File: config.mk
export PLATFORM = sky130hd
export DESIGN_NAME = pio_ctrl
export DESIGN_NICKNAME = d
export VERILOG_FILES = /design/src/rtl/pio_ctrl.sv
export SDC_FILE = /design/constraint.sdc
export NUM_CORES = 1
export LEC_CHECK = 0
export BUFFER_PORTS_ARGS = -buffer_cell sky130_fd_sc_hd__buf_2
export CAP_MARGIN = 25
export CORE_MARGIN = 2
export CORE_UTILIZATION = 45
export DETAILED_ROUTE_END_ITERATION = 8
export PLACE_DENSITY = 0.72
export SYNTH_ARGS = -nofsm -noshare
export SYNTH_HDL_FRONTEND = slang
export SYNTH_SLANG_ARGS = --single-unit
File: constraint.sdc
create_clock -name clk -period 1.3 [get_ports clk]
set_input_delay 0.065 -clock clk [delete_from_list [all_inputs] [get_ports clk]]
set_output_delay 0.065 -clock clk [all_outputs]
set_load 0.01 [all_outputs]
File: src/rtl/pio_ctrl.sv
module pio_ctrl #(
  parameter int NPINS = 32,
  parameter int FLT_LEN = 2,
  parameter logic [NPINS-1:0] PCTL_RST = '1,
  parameter logic [NPINS-1:0] FLT_RST = '0
) (
  input  logic             clk,
  input  logic             rst_n,
  input  logic             bus_wr,
  input  logic             bus_rd,
  input  logic [4:0]       bus_addr,
  input  logic [31:0]      bus_wdata,
  output logic [31:0]      bus_rdata,
  input  logic [NPINS-1:0] pad_in,
  output logic [NPINS-1:0] pad_out,
  output logic [NPINS-1:0] pad_oe,
  input  logic [NPINS-1:0] periph_out,
  input  logic [NPINS-1:0] periph_oe,
  output logic [NPINS-1:0] periph_in,
  output logic             irq
);
  localparam int CW = $clog2(FLT_LEN) + 1;
  localparam logic [4:0] A_PCTL = 5'd0;
  localparam logic [4:0] A_OE   = 5'd3;
  localparam logic [4:0] A_DOUT = 5'd6;
  localparam logic [4:0] A_ODRN = 5'd9;
  localparam logic [4:0] A_FLT  = 5'd12;
  localparam logic [4:0] A_MASK = 5'd15;
  localparam logic [4:0] A_PIN  = 5'd18;
  localparam logic [4:0] A_ISR  = 5'd19;

  logic [NPINS-1:0] pctl_q, oe_q, dout_q, odrn_q, flt_q, mask_q, isr_q;
  logic [NPINS-1:0] s1_q, s2_q, filt_w, prev_q, sel_in, evt;
  logic [NPINS-1:0] own_o, own_oe;
  logic [NPINS-1:0] wd;
  logic             isr_rd;

  assign wd     = bus_wdata[NPINS-1:0];
  assign isr_rd = bus_rd && (bus_addr == A_ISR);

  function automatic logic [NPINS-1:0] upd(input logic [NPINS-1:0] cur,
                                           input logic [4:0] base,
                                           input logic wr,
                                           input logic [4:0] addr,
                                           input logic [NPINS-1:0] d);
    logic [NPINS-1:0] s, c;
    s = (wr && addr == base) ? d : '0;
    c = (wr && addr == base + 5'd1) ? d : '0;
    return (cur | s) & ~c;
  endfunction

  always_ff @(posedge clk or negedge rst_n) begin
    if (!rst_n) begin
      pctl_q <= PCTL_RST;
      oe_q   <= '0;
      dout_q <= '0;
      odrn_q <= '0;
      flt_q  <= FLT_RST;
      mask_q <= '0;
    end else begin
      pctl_q <= upd(pctl_q, A_PCTL, bus_wr, bus_addr, wd);
      oe_q   <= upd(oe_q,   A_OE,   bus_wr, bus_addr, wd);
      dout_q <= upd(dout_q, A_DOUT, bus_wr, bus_addr, wd);
      odrn_q <= upd(odrn_q, A_ODRN, bus_wr, bus_addr, wd);
      flt_q  <= upd(flt_q,  A_FLT,  bus_wr, bus_addr, wd);
      mask_q <= upd(mask_q, A_MASK, bus_wr, bus_addr, wd);
    end
  end

  always_ff @(posedge clk or negedge rst_n) begin
    if (!rst_n) begin
      s1_q <= '0;
      s2_q <= '0;
    end else begin
      s1_q <= pad_in;
      s2_q <= s1_q;
    end
  end

  for (genvar i = 0; i < NPINS; i++) begin : g_flt
    logic [CW-1:0] cnt;
    logic          lvl;
    always_ff @(posedge clk or negedge rst_n) begin
      if (!rst_n) begin
        cnt <= '0;
        lvl <= 1'b0;
      end else if (s2_q[i] != lvl) begin
        if (cnt == CW'(FLT_LEN - 1)) begin
          lvl <= s2_q[i];
          cnt <= '0;
        end else begin
          cnt <= cnt + 1'b1;
        end
      end else begin
        cnt <= '0;
      end
    end
    assign filt_w[i] = lvl;
  end

  assign sel_in    = (flt_q & filt_w) | (~flt_q & s2_q);
  assign evt       = sel_in ^ prev_q;
  assign periph_in = sel_in;

  always_ff @(posedge clk or negedge rst_n) begin
    if (!rst_n) begin
      prev_q <= '0;
      isr_q  <= '0;
    end else begin
      prev_q <= sel_in;
      isr_q  <= isr_rd ? evt : (isr_q | evt);
    end
  end

  assign irq = |(isr_q & mask_q);

  assign own_o   = (pctl_q & dout_q) | (~pctl_q & periph_out);
  assign own_oe  = (pctl_q & oe_q)   | (~pctl_q & periph_oe);
  assign pad_oe  = own_oe & ~(odrn_q & own_o);
  assign pad_out = own_o & ~odrn_q;

  always_comb begin
    bus_rdata = '0;
    if (bus_rd) begin
      case (bus_addr)
        A_PCTL + 5'd2: bus_rdata = 32'(pctl_q);
        A_OE   + 5'd2: bus_rdata = 32'(oe_q);
        A_DOUT + 5'd2: bus_rdata = 32'(dout_q);
        A_ODRN + 5'd2: bus_rdata = 32'(odrn_q);
        A_FLT  + 5'd2: bus_rdata = 32'(flt_q);
        A_MASK + 5'd2: bus_rdata = 32'(mask_q);
        A_PIN:         bus_rdata = 32'(sel_in);
        A_ISR:         bus_rdata = 32'(isr_q);
        default:       bus_rdata = '0;
      endcase
    end
  end
endmodule

==> reports/metrics.csv <==
metric;value;unit
place_congestion;0.879;
io_pins;266;
finalPower;44.2;mW
ant_nets;0;
status;finished, violations left;
critPathLaunchType;flop;
antenna_found_initial;0;
drtPass1Iterations;8;
drv_slew;0;
wl_per_cell;22.6;um
dominantRegCellSynth;dfrtp_1;
path_max_fanout;2;
violations;setup timing;
drt_iter0_drc;1570;
yosysWarnings;0;
die_area;0.0418;sq mm
cts_tree;yes;
hold_path.class;in -> async;
avgSynthCellArea;11.2;sq um
syn_to_final_growth;46.2;%
dpl_cell_area;0.0222;sq mm
finalInstanceArea;0.0265;sq mm
required;1240;ps
max_slew_margin;63.9;%
switching_share;30.2;%
finClkSkew;18.9;ps
p_clk_share;30.9;%
core-area;0.0397;sq mm
syn-num-nets;1753;
overflow;0;
p_per_area;1670;mW/mm^2
gr-usage-all-layers;29.8;%
synth_edf_count;0;
fillers;2849;
numPlacedInstances;2577;
grt_pass1_wl;95100;um
combPwrFrac;28.0;%
power.leakage;11.6;nW
ys_ff_latch;416;
rows;73;
period_share;169;%
die_w;204;um
rsz0062_at_grt;true;
cts-htree-levels;2;
critPathKind;reg -> out;
crit_path_end_kind;primary output;
synth_seq_area_share;57.8;%
setup_viol;148;
io_buffers;265;
hpwlAfterDp;40800;um
layout.nets;2388;
insertion_delay;580;ps
sequentialPowerShare;41.1;%
chipHeight;204;um
syn_area;0.0181;sq mm
clk_pin_slew;60;ps
multi_input_area;0.00801;sq mm
start_util;45.5;%
async_flop_share;100;%
grt_max_degree;54;
layout_commonest_cell;a21oi_1;
mostFrequentLayoutCells;384 x a21oi_1, 381 x dfrtp_1, 232 x buf_4;
regArea;0.0105;sq mm
p_sw;13.3;mW
intPower;30.9;mW
synthDistinctLibCells;45;
syn_inst;1616;
cp.arrival;2140;ps
ir_worst_vdd;0.00105;V
place_worst_setup_slack;-443;ps
dr_total_vias;16500;
cts_sinks;416;
max_freq;454;MHz
setup_slack;-901;ps
finalHoldViolations;0;
worstMarginPinSlew;542;ps
cts_buffers;45;
drc;0;
viasPerCell;5.85;
clk_path_buf_depth;3;
stdcell_count;2813;
grt_pass1_vias;16800;
layout-drive-gt1-share;43.0;%
max-cap-violations;0;
wl;63500;um
layout_min_cycle_time;2200;ps
setup_tns;-51730;ps
clockRootBuffer;clkbuf_16;
cell families (layout without fill, tap and decap cells):
group	Yosys count	in the layout	synth area share (%)
muxes	97	97	5.81
other	0	1	0
DFF	416	416	57.8
buffers and inverters	105	776	2.99
AOI/OAI and AO/OA	628	628	21.7
xor gates and xnor gates	65	65	3.15
and+or+nand+nor	305	305	8.56
power groups by stage:
stage	Sequential [mW]	Clock (mW)	Combinational, mW
3_3_place_gp	17.8	0	9.14
2_1_floorplan	17.5	0	5.03
6_report	18.2	13.7	12.4
4_1_cts	17.9	13.8	11.5
3_5_place_dp	18.0	0	9.46
5_1_grt	18.4	14.3	13.3
per-layer routing:
layer	routed length, um	track usage (%)	vias up
li1	-	-	7139
met1	25000	39.0	8121
met4	2920	13.3	0
met5	0	0	-
met3	5460	4.96	214
met2	30100	48.8	979
critical path: stages, from the launching register on:
cell	delay, ps
dfrtp_1	420
a22oi_2	210
buf_4	150
nand4_1	140
or4_4	490
buf_6	150
cells in the mapped netlist, types with 2 or more instances:
cell       count  area [sq um]
a2bb2oi_1      3          26.3
nand4_1        4          25.0
mux2_2        64           721
mux2i_1       33           330
buf_6          9           101
buf_4          5          37.5
xnor2_1       33           289
a21o_1        32           240
nor3b_1        2          15.0
and2_1        32           200
dfrtp_1      384          9610
a41oi_2       28           455
a22oi_1      138          1040
nand2_1      101           379
buf_2         48           240
dfstp_2       32           841
nor2b_1       23           144
and3_1         2          12.5
nand3_1       32           160
o21ai_0       32           160
a21oi_1      386          1930
nand3b_1       3          22.5
nor2_1        69           259
nor4_2         2          25.0
a41oi_1        2          17.5
nor3_2         7          70.1
nand2b_1      14          87.6
nor2_4         2          22.5
clkbuf_1      42           158
a31oi_1        4          25.0
xor2_1        32           280
nor2_2         3          18.8
final timing paths:
| check | depth (start not counted) | slack (ps) | end | from |
|---|---|---|---|---|
| setup reg to reg | 6 | -220 | isr_q[16] | flt_q[16] |
| hold reg to reg | 0 | 350 | s2_q[15] | s1_q[15] |
| max in group asynchronous | 4 | 580 | pctl_q[29] | rst_n |
| hold / removal | 3 | 40 | prev_q[12] | rst_n |
| setup / recovery | 5 | -900 | irq | isr_q[8] |
| min in group clk | 4 | 100 | isr_q[24] | bus_rd |
registers in the layout, summed over array words and instances, names as in the netlist:
name       count
g_flt.cnt     64
dout_q        32
flt_q         32
g_flt.lvl     32
isr_q         32
mask_q        32
odrn_q        32
oe_q          32
pctl_q        32
prev_q        32
s1_q          32
s2_q          32
layout make-up:
cell class | instances | share of cell area (%)
Sequential cell | 416 | 39.5
Multi-Input combinational cell | 1095 | 30.3
Timing Repair Buffer | 692 | 21.7
Clock buffer | 61 | 4.94
Tap cell | 525 | 2.48
Clock inverter | 22 | 1.07
Inverter | 1 | 0.0142
Antenna cell | 1 | 0.00946
what timing repair did:
| item | in CTS | in global routing |
|---|---|---|
| endpoints found under the setup margin | 134 | 150 |
| setup buffers | 58 | 60 |
| pin swaps | 13 | 24 |
| resized for setup | 260 | 91 |
| hold buffers | 65 | 0 |
| hold endpoints to repair | 634 | 0 |
stage by stage:
stage	utilization [%]	hold slack (ps)
global route	66.6	91.3
finish	66.6	43.5
detailed placement	55.9	30.9
floorplan	-	-231
global placement	55.9	30.7
CTS	65.0	48.6
Note: power is estimated with default switching activity, not from simulation.
